**src/rtl/iowin_pkg.sv**
```systemverilog
package iowin_pkg;

  // Word offset inside the 16-byte window (address bits 3..1)
  typedef enum logic [2:0] {
    P_FRAME = 3'd0,
    P_NONE  = 3'd1,
    P_TXCMD = 3'd2,
    P_TXLEN = 3'd3,
    P_ISQ   = 3'd4,
    P_PTR   = 3'd5,
    P_DATA0 = 3'd6,
    P_DATA1 = 3'd7
  } port_e;

  typedef enum logic [2:0] {
    SRC_ZERO,
    SRC_REG,
    SRC_FRAME,
    SRC_ISQ,
    SRC_PTR,
    SRC_TXCMD,
    SRC_TXLEN
  } rsrc_e;

endpackage

```
**src/rtl/iowin_decode.sv**
```systemverilog
module iowin_decode
  import iowin_pkg::*;
#(
  parameter int          AW        = 16,
  parameter int          OFS_W     = 4,
  parameter logic [AW-1:0] BASE_ADDR = 16'h0300
) (
  input  logic          clk,
  input  logic          rst,
  input  logic [AW-1:0] io_addr,
  input  logic          io_addr_dis,
  input  logic          io_rd_n,
  input  logic          io_wr_n,
  output logic          rd_go,
  output logic          wr_go,
  output port_e         port
);

  logic rd_q, wr_q, hit;

  always_ff @(posedge clk) begin
    if (rst) begin
      rd_q <= 1'b0;
      wr_q <= 1'b0;
    end else begin
      rd_q <= ~io_rd_n;
      wr_q <= ~io_wr_n;
    end
  end

  assign hit   = ~io_addr_dis && (io_addr[AW-1:OFS_W] == BASE_ADDR[AW-1:OFS_W]);
  assign wr_go = hit && ~io_wr_n && ~wr_q;
  assign rd_go = hit && ~io_rd_n && ~rd_q && ~wr_go;
  assign port  = port_e'(io_addr[OFS_W-1:1]);

  // a held strobe yields one action only
  a_r1_one_read: assert property (@(posedge clk) disable iff (rst) rd_go |=> !rd_go);
  a_r1_one_write: assert property (@(posedge clk) disable iff (rst) wr_go |=> !wr_go);

endmodule

```
**src/rtl/iowin_ptr.sv**
```systemverilog
module iowin_ptr #(
  parameter int PTR_W   = 16,
  parameter int FIELD_W = 12,
  parameter int STEP    = 2,
  parameter logic [PTR_W-FIELD_W-2:0] RO_VAL = 3'b011
) (
  input  logic               clk,
  input  logic               rst,
  input  logic               wr_en,
  input  logic [PTR_W/8-1:0] be,
  input  logic [PTR_W-1:0]   wdata,
  input  logic               step_en,
  output logic               mode,
  output logic [FIELD_W-1:0] field,
  output logic [PTR_W-1:0]   ptr_val
);

  localparam int MODE_LANE = (PTR_W - 1) / 8;

  always_ff @(posedge clk) begin
    if (rst) begin
      mode  <= 1'b0;
      field <= '0;
    end else if (wr_en) begin
      for (int i = 0; i < FIELD_W; i++)
        if (be[i/8]) field[i] <= wdata[i];
      if (be[MODE_LANE]) mode <= wdata[PTR_W-1];
    end else if (step_en && mode) begin
      field <= field + FIELD_W'(STEP);
    end
  end

  assign ptr_val = {mode, RO_VAL, field};

  // pointer value right after reset
  a_r2_ptr_reset: assert property (@(posedge clk) disable iff (rst)
    $past(rst) |-> (mode == 1'b0 && field == '0));
  // fixed mode keeps the pointer
  a_r5_fixed_hold: assert property (@(posedge clk) disable iff (rst)
    (step_en && !wr_en && !mode) |=> ($stable(field) && $stable(mode)));
  // auto mode steps by STEP with 12-bit wrap, mode kept
  a_r6_auto_step: assert property (@(posedge clk) disable iff (rst)
    (step_en && !wr_en && mode) |=> (field == $past(field) + FIELD_W'(STEP) && mode));

endmodule

```
**src/rtl/iowin_rdmux.sv**
```systemverilog
module iowin_rdmux
  import iowin_pkg::*;
#(
  parameter int DW = 16
) (
  input  logic          clk,
  input  logic          rst,
  input  logic          pend,
  input  rsrc_e         sel,
  input  logic [DW-1:0] src_reg,
  input  logic [DW-1:0] src_frame,
  input  logic [DW-1:0] src_isq,
  input  logic [DW-1:0] src_ptr,
  input  logic [DW-1:0] src_cmd,
  input  logic [DW-1:0] src_len,
  output logic [DW-1:0] rdata
);

  logic [DW-1:0] nx;

  always_comb begin
    unique case (sel)
      SRC_REG:   nx = src_reg;
      SRC_FRAME: nx = src_frame;
      SRC_ISQ:   nx = src_isq;
      SRC_PTR:   nx = src_ptr;
      SRC_TXCMD: nx = src_cmd;
      SRC_TXLEN: nx = src_len;
      default:   nx = '0;
    endcase
  end

  always_ff @(posedge clk) begin
    if (rst)       rdata <= '0;
    else if (pend) rdata <= nx;
  end

endmodule

```
**src/rtl/iowin_top.sv**
```systemverilog
module iowin_top
  import iowin_pkg::*;
#(
  parameter logic [15:0] BASE_ADDR = 16'h0300,
  parameter int          FIELD_W   = 12,
  parameter int          STEP      = 2
) (
  input  logic               clk,
  input  logic               rst,
  input  logic [15:0]        io_addr,
  input  logic               io_addr_dis,
  input  logic               io_rd_n,
  input  logic               io_wr_n,
  input  logic [1:0]         io_be,
  input  logic [15:0]        io_wdata,
  output logic [15:0]        io_rdata,
  output logic [FIELD_W-1:0] reg_addr,
  output logic               reg_rd,
  output logic               reg_wr,
  output logic [15:0]        wr_data,
  input  logic [15:0]        reg_rdata,
  output logic               frame_rd,
  output logic               frame_wr,
  input  logic [15:0]        frame_rdata,
  output logic               isq_rd,
  input  logic [15:0]        isq_rdata,
  output logic [15:0]        tx_cmd,
  output logic [15:0]        tx_len
);

  localparam int DW    = 16;
  localparam int PTR_W = 16;
  localparam logic [PTR_W-FIELD_W-2:0] RO_VAL = 3'b011;

  logic               rd_go, wr_go, go, data_acc, pair_open, mode, rd_pend;
  port_e              port;
  rsrc_e              rsel_nx, rsel;
  logic [FIELD_W-1:0] field, tgt_addr;
  logic [PTR_W-1:0]   ptr_val;

  iowin_decode #(.AW(16), .OFS_W(4), .BASE_ADDR(BASE_ADDR)) u_dec (
    .clk(clk), .rst(rst), .io_addr(io_addr), .io_addr_dis(io_addr_dis),
    .io_rd_n(io_rd_n), .io_wr_n(io_wr_n),
    .rd_go(rd_go), .wr_go(wr_go), .port(port)
  );

  assign go       = rd_go || wr_go;
  assign data_acc = go && (port == P_DATA0 || port == P_DATA1);
  assign tgt_addr = (port == P_DATA1 && !pair_open) ? field + FIELD_W'(STEP) : field;

  iowin_ptr #(.PTR_W(PTR_W), .FIELD_W(FIELD_W), .STEP(STEP), .RO_VAL(RO_VAL)) u_ptr (
    .clk(clk), .rst(rst), .wr_en(wr_go && port == P_PTR), .be(io_be),
    .wdata(io_wdata), .step_en(data_acc), .mode(mode), .field(field),
    .ptr_val(ptr_val)
  );

  always_comb begin
    case (port)
      P_FRAME:        rsel_nx = SRC_FRAME;
      P_TXCMD:        rsel_nx = SRC_TXCMD;
      P_TXLEN:        rsel_nx = SRC_TXLEN;
      P_ISQ:          rsel_nx = SRC_ISQ;
      P_PTR:          rsel_nx = SRC_PTR;
      P_DATA0,
      P_DATA1:        rsel_nx = SRC_REG;
      default:        rsel_nx = SRC_ZERO;
    endcase
  end

  always_ff @(posedge clk) begin
    if (rst) begin
      reg_rd    <= 1'b0;
      reg_wr    <= 1'b0;
      frame_rd  <= 1'b0;
      frame_wr  <= 1'b0;
      isq_rd    <= 1'b0;
      rd_pend   <= 1'b0;
      pair_open <= 1'b0;
      rsel      <= SRC_ZERO;
      reg_addr  <= '0;
      wr_data   <= '0;
      tx_cmd    <= '0;
      tx_len    <= '0;
    end else begin
      reg_rd   <= rd_go && data_acc;
      reg_wr   <= wr_go && data_acc;
      frame_rd <= rd_go && port == P_FRAME;
      frame_wr <= wr_go && port == P_FRAME;
      isq_rd   <= rd_go && port == P_ISQ;
      rd_pend  <= rd_go;
      if (rd_go)    rsel      <= rsel_nx;
      if (go)       pair_open <= (port == P_DATA0) && mode;
      if (data_acc) reg_addr  <= tgt_addr;
      if (wr_go)    wr_data   <= io_wdata;
      if (wr_go && port == P_TXCMD) tx_cmd <= io_wdata;
      if (wr_go && port == P_TXLEN) tx_len <= io_wdata;
    end
  end

  iowin_rdmux #(.DW(DW)) u_rd (
    .clk(clk), .rst(rst), .pend(rd_pend), .sel(rsel),
    .src_reg(reg_rdata), .src_frame(frame_rdata), .src_isq(isq_rdata),
    .src_ptr(ptr_val), .src_cmd(tx_cmd), .src_len(tx_len), .rdata(io_rdata)
  );

  // at most one internal pulse per cycle
  a_r10_one_pulse: assert property (@(posedge clk) disable iff (rst)
    $onehot0({reg_rd, reg_wr, frame_rd, frame_wr, isq_rd}));
  // read data returned on the clock after the read pulse
  a_r8_rd_latency: assert property (@(posedge clk) disable iff (rst)
    reg_rd |=> (io_rdata == $past(reg_rdata)));
  // constant bits of a returned pointer value
  a_r3_ro_bits: assert property (@(posedge clk) disable iff (rst)
    (rd_pend && rsel == SRC_PTR) |=> (io_rdata[PTR_W-2:FIELD_W] == RO_VAL));

endmodule

```
**config.mk**
```make
export PLATFORM = sky130hd
export DESIGN_NAME = iowin_top
export DESIGN_NICKNAME = d
export VERILOG_FILES = /design/src/rtl/iowin_pkg.sv /design/src/rtl/iowin_decode.sv /design/src/rtl/iowin_ptr.sv /design/src/rtl/iowin_rdmux.sv /design/src/rtl/iowin_top.sv
export SDC_FILE = /design/constraint.sdc
export NUM_CORES = 1
export LEC_CHECK = 0
export BUFFER_PORTS_ARGS = -buffer_cell sky130_fd_sc_hd__buf_2
export CAP_MARGIN = 20
export CORE_UTILIZATION = 30
export CTS_CLUSTER_SIZE = 12
export DETAILED_ROUTE_END_ITERATION = 12
export PLACE_DENSITY = 0.53
export SYNTH_ARGS = -nofsm -noshare
export SYNTH_HDL_FRONTEND = slang
export SYNTH_HIERARCHICAL = 1
export SYNTH_SLANG_ARGS = --single-unit
```
**constraint.sdc**
```tcl
create_clock -name clk -period 3.73 [get_ports clk]
set_clock_uncertainty 0.05 [all_clocks]
set_input_delay 0.5595 -clock clk [delete_from_list [all_inputs] [get_ports clk]]
set_output_delay 0.5595 -clock clk [all_outputs]
set_load 0.05 [all_outputs]
```
# ---- Word level (Yosys, flattened, before mapping)
# Cells that the tools add are included.
dict set report classes {
  reduce_logical 27
  bitwise 6
  add_sub_neg 1
  eq_ne 15
  muxes 17
}
# cell count
set op_table {}
lappend op_table {{16-bit case mux with 6 select lines} 1}
lappend op_table {{12-bit two-way mux} 3}
lappend op_table {{3-bit == test (second input constant)} 7}
lappend op_table {{1-bit logical AND} 18}
lappend op_table {{3-bit case mux with 6 select lines} 1}
lappend op_table {{12-bit by 2-bit adder with 12-bit output (second input constant)} 1}
lappend op_table {{12-bit by 6-bit == test with 1-bit output (second input constant)} 1}
lappend op_table {{3-bit by 2-bit == test with 1-bit output (second input constant)} 4}
lappend op_table {{1-bit two-way mux} 12}
lappend op_table {{1-bit NOT} 6}
lappend op_table {{2-bit AND reduction} 3}
lappend op_table {{2-bit inequality test (second input constant)} 2}
lappend op_table {{3-bit by 1-bit == test with 1-bit output (second input constant)} 1}
lappend op_table {{3-bit zero test} 1}
lappend op_table {{1-bit logical OR} 2}
lappend op_table {{2-bit nonzero test} 1}
lappend op_table {{2-bit OR reduction} 1}
lappend op_table {{1-bit zero test} 1}
dict set report totals {
  register_bits 101
}

# ---- Depth between registers and ports, before layout
dict set report logic_depth {
  depth_word 11
  mapped_depth 12
}

# ---- By module
# The synthesis kept the hierarchy.
# module seq_area_each_um2 instances cells_per_inst area_each_um2
set modules_own_cells {}
lappend modules_own_cells {iowin_top 1401.3 1 309 2717.6}
lappend modules_own_cells {iowin_rdmux 320.3 1 166 1420.1}
lappend modules_own_cells {iowin_ptr 260.2 1 116 900.9}
lappend modules_own_cells {iowin_decode 40.0 1 15 125.1}

# ---- Worst setup path after synthesis
# OpenSTA, ideal clock, no wires.
dict set report synth_timing {
  kind {input port to flip-flop}
  start {in io_addr[13]}
  end {reg u_ptr.field[4]}
  stages 12
  required_time_ns 3.585
  arrival_ns 2.846
  setup_ns 0.095
  slack_ns 0.739
  cell_sequence {nor4_1 nand4_1 nor3_1 buf_2 buf_2 nand2_1 nor2_1 and3b_1 clkbuf_1 nand3_1 o21ai_0 a221oi_1}
}
dict set report synth_between {
  elab_chain_len 11
}
# element line
set synth_rtl {}
lappend synth_rtl {{start, declared} iowin_top.sv:10} ;# input logic [15:0] io_addr,
lappend synth_rtl {{12-bit by 6-bit == test with 1-bit output *} iowin_decode.sv:31} ;# assign hit = ~io_addr_dis && (io_addr[AW-1:OFS_W] == BASE_ADDR[AW-1:OFS_W]);
lappend synth_rtl {{1-bit logical AND *} iowin_decode.sv:31}
lappend synth_rtl {{1-bit logical AND * (2 in series)} iowin_decode.sv:32} ;# assign wr_go = hit && ~io_wr_n && ~wr_q;
lappend synth_rtl {{net wr_go} iowin_top.sv:35} ;# logic rd_go, wr_go, go, data_acc, pair_open, mode, rd_pend;
lappend synth_rtl {{1-bit NOT} iowin_decode.sv:33} ;# assign rd_go = hit && ~io_rd_n && ~rd_q && ~wr_go;
lappend synth_rtl {{1-bit logical AND} iowin_decode.sv:33}
lappend synth_rtl {{1-bit logical OR} iowin_top.sv:47} ;# assign go = rd_go || wr_go;
lappend synth_rtl {{1-bit logical AND} iowin_top.sv:48} ;# assign data_acc = go && (port == P_DATA0 || port == P_DATA1);
lappend synth_rtl {{1-bit logical AND} iowin_ptr.sv:28} ;# end else if (step_en && mode) begin
lappend synth_rtl {{2-bit nonzero test (no line)} --}
lappend synth_rtl {{2-bit AND reduction (no line)} --}
lappend synth_rtl {{end signal, assigned by index} iowin_ptr.sv:26} ;# if (be[i/8]) field[i] <= wdata[i];
lappend synth_rtl {{end signal, assigned} iowin_ptr.sv:29} ;# field <= field + FIELD_W'(STEP);
lappend synth_rtl {{end, declared} iowin_ptr.sv:14} ;# output logic [FIELD_W-1:0] field,
# Mark *: on every way through the listed nets, which the timed path passes. The rest lies on a longest branch.
# A chain may end at the register's enable or synchronous reset.

# ---- Worst setup path in the final report
dict set report layout_timing {
  start {in io_addr[13]}
  end {reg u_ptr.field[10]}
}
dict set report layout_between {
  elab_chain_len 11
}
# element line
set layout_rtl {}
lappend layout_rtl {{12-bit by 6-bit == test with 1-bit output *} iowin_decode.sv:31}
lappend layout_rtl {{1-bit logical AND *} iowin_decode.sv:31}
lappend layout_rtl {{1-bit logical AND (2 in series)} iowin_decode.sv:32}
lappend layout_rtl {{1-bit NOT} iowin_decode.sv:33}
lappend layout_rtl {{1-bit logical AND *} iowin_decode.sv:33}
lappend layout_rtl {{net rd_go} iowin_top.sv:35}
lappend layout_rtl {{1-bit logical OR *} iowin_top.sv:47}
lappend layout_rtl {{1-bit logical AND *} iowin_top.sv:48}
lappend layout_rtl {{1-bit logical AND *} iowin_ptr.sv:28}
lappend layout_rtl {{2-bit nonzero test (no line) *} --}
lappend layout_rtl {{2-bit AND reduction (no line) *} --}
# Marks and branches as above.

==> impl_summary.md <==
Status
The run finished with clean final reports.

STA
Setup repair after global routing left no endpoint under its margin. Setup violations remaining at the end of the flow were counted as 0. Counting I/O delays and the setup requirement, the final critical path takes approximately 2.6 ns. The period utilization is 0.705. The max-slew headroom at the worst pin is 0.531. The count of final max-slew check failures is 0.

The final hold violation count is 0. For the pin with the worst max-slew slack, the measured transition is around 0.7 ns. Timing would allow up to 380 MHz. Setup total negative slack on the finished layout was measured at 0 ns.

Finish
For this run, the post-layout net count is 825. The layout has 1780 filler cells. The area taken by flip-flops and latches is 2020 um2.

The antenna diode count is 0. Leaving out fill and tap cells, the most frequent cell in the layout is sky130_fd_sc_hd__buf_2. The layout cell share with drive strength beyond 1 is 0.304. The area overhead of the layout relative to synthesis is 22.0%. In the layout the commonest cells are 166 x sky130_fd_sc_hd__buf_2, 106 x sky130_fd_sc_hd__nand2_1, 101 x sky130_fd_sc_hd__dfxtp_1, 53 x sky130_fd_sc_hd__a21oi_1, 49 x sky130_fd_sc_hd__nor2_1. For this run, the number of standard cells in the final layout without fillers is slightly below 1000. The fraction of the core area covered by cells at the end of the flow is 0.377. In the final layout, the multi-input gates occupy 2730 um2.

Min path
The worst hold path belongs to the class in2reg. Counting instances, the worst hold path has a depth of 2.

CTS
Clock latency on the worst-skew pair, taken at its later pin, is between 0.3 and 0.4 ns. CTS built an H-tree with a depth of 3. Clock-pin slew was measured on the worst setup and hold paths at around 0.07 ns. The clock tree root driver cell is sky130_fd_sc_hd__clkbuf_16.

The number of buffers added by the clock tree synthesis step is 9. The number of hold buffers added after CTS is 0. TritonCTS built the clock tree.

The number of post-CTS setup repair buffers is 0. The quantity of gates resized following cts is 0. The clock passes through at most 2 buffers. The CTS sink count is 101.

GRT
The number of global-route vias before repair is 4476. The total global routing overflow is 0. The global routing met2 resource utilization is 0.278. The first global-routing pass estimated approximately 26 mm of wire. The number of antenna violations at the first check in global routing is 0. Entering global routing, the biggest net connects between 50 and 60 pins. The global routing's busiest layer is met2. In the global route stage, met3 resource usage came out at 0.0411. For this run, the total global-route usage over all layers was measured as 0.190. The met1 usage in global routing is 0.273.

Floorplan
The core region is 16700 um2. The die covers between 15000 and 20000 um2. During I/O placement, the number of pins put on the boundary was 168. Measured along the y axis, the die boundary spans 133 um. For this configuration, the core starts out at a cell density of 0.309. The initialized floorplan defines 47 standard-cell rows. The floorplan step set the die width to 133 um.

Worst setup path
By startpoint and endpoint, the worst setup path is classified as in2reg. For the worst flop-to-flop path, the logic depth is 8. Data on the critical path is required at its endpoint by 3.96 ns. The worst setup path is captured at a flop. The worst setup path is launched from a primary input. For the worst setup path, the data arrival time is 2.86 ns. Of all nets on the critical path, the largest fanout is 11.

Synthesis
The count of flip-flops with a built-in enable after synthesis is 0. For this run, the register share of the synthesized area comes to 0.392. For this run, the leading register cell type out of synthesis is sky130_fd_sc_hd__dfxtp_1. The post-synthesis instance area is about 5200 um2. After synthesis, the mean cell area works out to 8.52 um2. Synthesis produced a netlist whose cell count is 606. The total number of yosys warnings is 6.

The synthesized design contains 101 register bits. The number of distinct library cells after synthesis is between 60 and 70. In the synthesized netlist the async set-or-reset flop fraction comes to 0.

Power
The analysis attributes to cell leakage a power of 2.51 nW. In this run the power density over the cells is 337 nW/um2. The post-route total power is 0.00212 W.

VDD sags by at most 194 uV.

Routing
The first-pass detailed-route iteration total is 7. The via count normalized by instance count is 5.10. The detailed router finished its first iteration with 381 violations.

For this run, design rule violations remaining after detail routing come to 0. The residual antenna-violating net count after detailed routing is 0. Detailed routing inserted a total of 4903 vias. The wire length after detailed routing is 17.0 mm.

The routed length per placed instance is ~18 um.

Place
The final weighted congestion in routability-driven placement is 0.827. Buffers placed on the I/O ports in this run total 166. The post-detailed-placement half-perimeter wirelength is between 10 and 15 mm. The number of placed cells counting well taps is 945.

Run
The number of max-capacitance violations reported is 0.
==> through the flow <==
stage | hold WS, ns | area [um2] | worst slack (ns)
2_1_floorplan | 0.397 | 5170 | 0.739
3_3_place_gp | 0.389 | 6010 | 0.740
3_5_place_dp | 0.400 | 6010 | 0.761
4_1_cts | 0.325 | 6300 | 1.13
5_1_grt | 0.341 | 6300 | 0.879
6_report | 0.335 | 6300 | 1.10
==> flip-flops by register name (all words and copies together), names as in the netlist <==
| name | flops |
|---|---|
| frame_wr | 1 |
| tx_len | 16 |
| u_ptr/mode | 1 |
| u_dec/wr_q | 1 |
| reg_rd | 1 |
| rd_pend | 1 |
| frame_rd | 1 |
| reg_addr | 12 |
| rsel | 3 |
| wr_data | 16 |
| u_ptr/field | 12 |
| reg_wr | 1 |
| tx_cmd | 16 |
| u_rd/rdata | 16 |
| pair_open | 1 |
| isq_rd | 1 |
| u_dec/rd_q | 1 |
==> critical path: stages <==
cell	delay, ns
sky130_fd_sc_hd__buf_2	0.09
sky130_fd_sc_hd__nor4_1	0.27
sky130_fd_sc_hd__nand4_1	0.19
sky130_fd_sc_hd__nor4_2	0.17
sky130_fd_sc_hd__buf_4	0.19
sky130_fd_sc_hd__nor2_1	0.06
sky130_fd_sc_hd__nor2_2	0.20
sky130_fd_sc_hd__nand3b_1	0.37
sky130_fd_sc_hd__or4_1	0.58
sky130_fd_sc_hd__a31oi_1	0.16
==> cells by family after synthesis <==
kind of cell | Yosys count | share of synthesized area
compound gates | 135 | 0.174
mux | 53 | 0.111
flops | 101 | 0.392
simple gates | 232 | 0.219
buf+inv | 71 | 0.0819
other cells | 2 | 0.00145
xor+xnor | 10 | 0.0170
fa+ha+maj | 2 | 0.00485
==> per-layer routing <==
metal  share of wire  wire length [um]  vias up
li1                -                 -     2397
met4           0.019               322        0
met2            0.43              7380      194
met3           0.066              1130       20
met1            0.48              8140     2292
met5               0                 0        -
==> cells in the mapped netlist (2+ instances only) <==
library cell | n | area [um2]
sky130_fd_sc_hd__nand2_1 | 106 | 398
sky130_fd_sc_hd__dfxtp_1 | 101 | 2020
sky130_fd_sc_hd__a21oi_1 | 53 | 265
sky130_fd_sc_hd__nor2_1 | 49 | 184
sky130_fd_sc_hd__mux2i_1 | 38 | 380
sky130_fd_sc_hd__buf_4 | 27 | 203
sky130_fd_sc_hd__nand3_1 | 16 | 80.1
sky130_fd_sc_hd__buf_2 | 15 | 75.1
sky130_fd_sc_hd__o21ai_0 | 13 | 65.1
sky130_fd_sc_hd__nor3_1 | 12 | 60.1
sky130_fd_sc_hd__a211oi_1 | 11 | 82.6
sky130_fd_sc_hd__clkbuf_1 | 10 | 37.5
sky130_fd_sc_hd__inv_1 | 10 | 37.5
sky130_fd_sc_hd__mux2_2 | 9 | 101
sky130_fd_sc_hd__xnor2_1 | 9 | 78.8
sky130_fd_sc_hd__nand3b_1 | 8 | 60.1
sky130_fd_sc_hd__a31oi_1 | 7 | 43.8
sky130_fd_sc_hd__a222oi_1 | 6 | 60.1
sky130_fd_sc_hd__mux2_4 | 6 | 90.1
sky130_fd_sc_hd__a21o_1 | 5 | 37.5
sky130_fd_sc_hd__and3_1 | 5 | 31.3
sky130_fd_sc_hd__nand4_1 | 5 | 31.3
sky130_fd_sc_hd__o21ai_1 | 5 | 25.0
sky130_fd_sc_hd__o22ai_1 | 5 | 31.3
sky130_fd_sc_hd__a221oi_1 | 4 | 35.0
sky130_fd_sc_hd__nor2b_1 | 4 | 25.0
sky130_fd_sc_hd__a221o_1 | 3 | 30.0
sky130_fd_sc_hd__a22o_1 | 3 | 26.3
sky130_fd_sc_hd__a32o_1 | 3 | 30.0
sky130_fd_sc_hd__a32oi_1 | 3 | 26.3
sky130_fd_sc_hd__buf_6 | 3 | 33.8
sky130_fd_sc_hd__clkbuf_2 | 3 | 15.0
sky130_fd_sc_hd__nand2b_1 | 3 | 18.8
sky130_fd_sc_hd__nor4_1 | 3 | 18.8
sky130_fd_sc_hd__o211ai_1 | 3 | 22.5
sky130_fd_sc_hd__a211oi_2 | 2 | 25.0
sky130_fd_sc_hd__a221oi_2 | 2 | 30.0
sky130_fd_sc_hd__a22oi_1 | 2 | 15.0
sky130_fd_sc_hd__and3_2 | 2 | 15.0
sky130_fd_sc_hd__and3b_1 | 2 | 17.5
sky130_fd_sc_hd__conb_1 | 2 | 7.51
sky130_fd_sc_hd__ha_1 | 2 | 25.0
sky130_fd_sc_hd__nor4_4 | 2 | 42.5
sky130_fd_sc_hd__o211a_1 | 2 | 20.0
sky130_fd_sc_hd__or4_1 | 2 | 15.0
==> cell type report <==
type,instances,share of cell area
Tap cell,220,0.0437
Sequential cell,101,0.321
Timing Repair Buffer,178,0.150
Inverter,11,0.00656
Clock buffer,11,0.0385
Multi-Input combinational cell,435,0.433
Clock inverter,5,0.00676
==> path summary, 6_finish.rpt <==
path	start	endpoint	slack [ns]
hold reg to reg	u_rd/rdata[9]	u_rd/rdata[9]	0.41
setup reg to reg	u_dec/wr_q	u_ptr/field[10]	1.44
hold / removal	io_rd_n	u_dec/rd_q	0.33
setup / recovery	io_addr[13]	u_ptr/field[10]	1.10
==> power breakdown <==
group | switching, W | internal (W)
Clock | 0.000452 | 0.000482
Combinational | 0.0000633 | 0.0000476
Sequential | 0.000000572 | 0.00108
Total | 0.000516 | 0.00161
No activity file was read; power rests on OpenSTA's default activity.
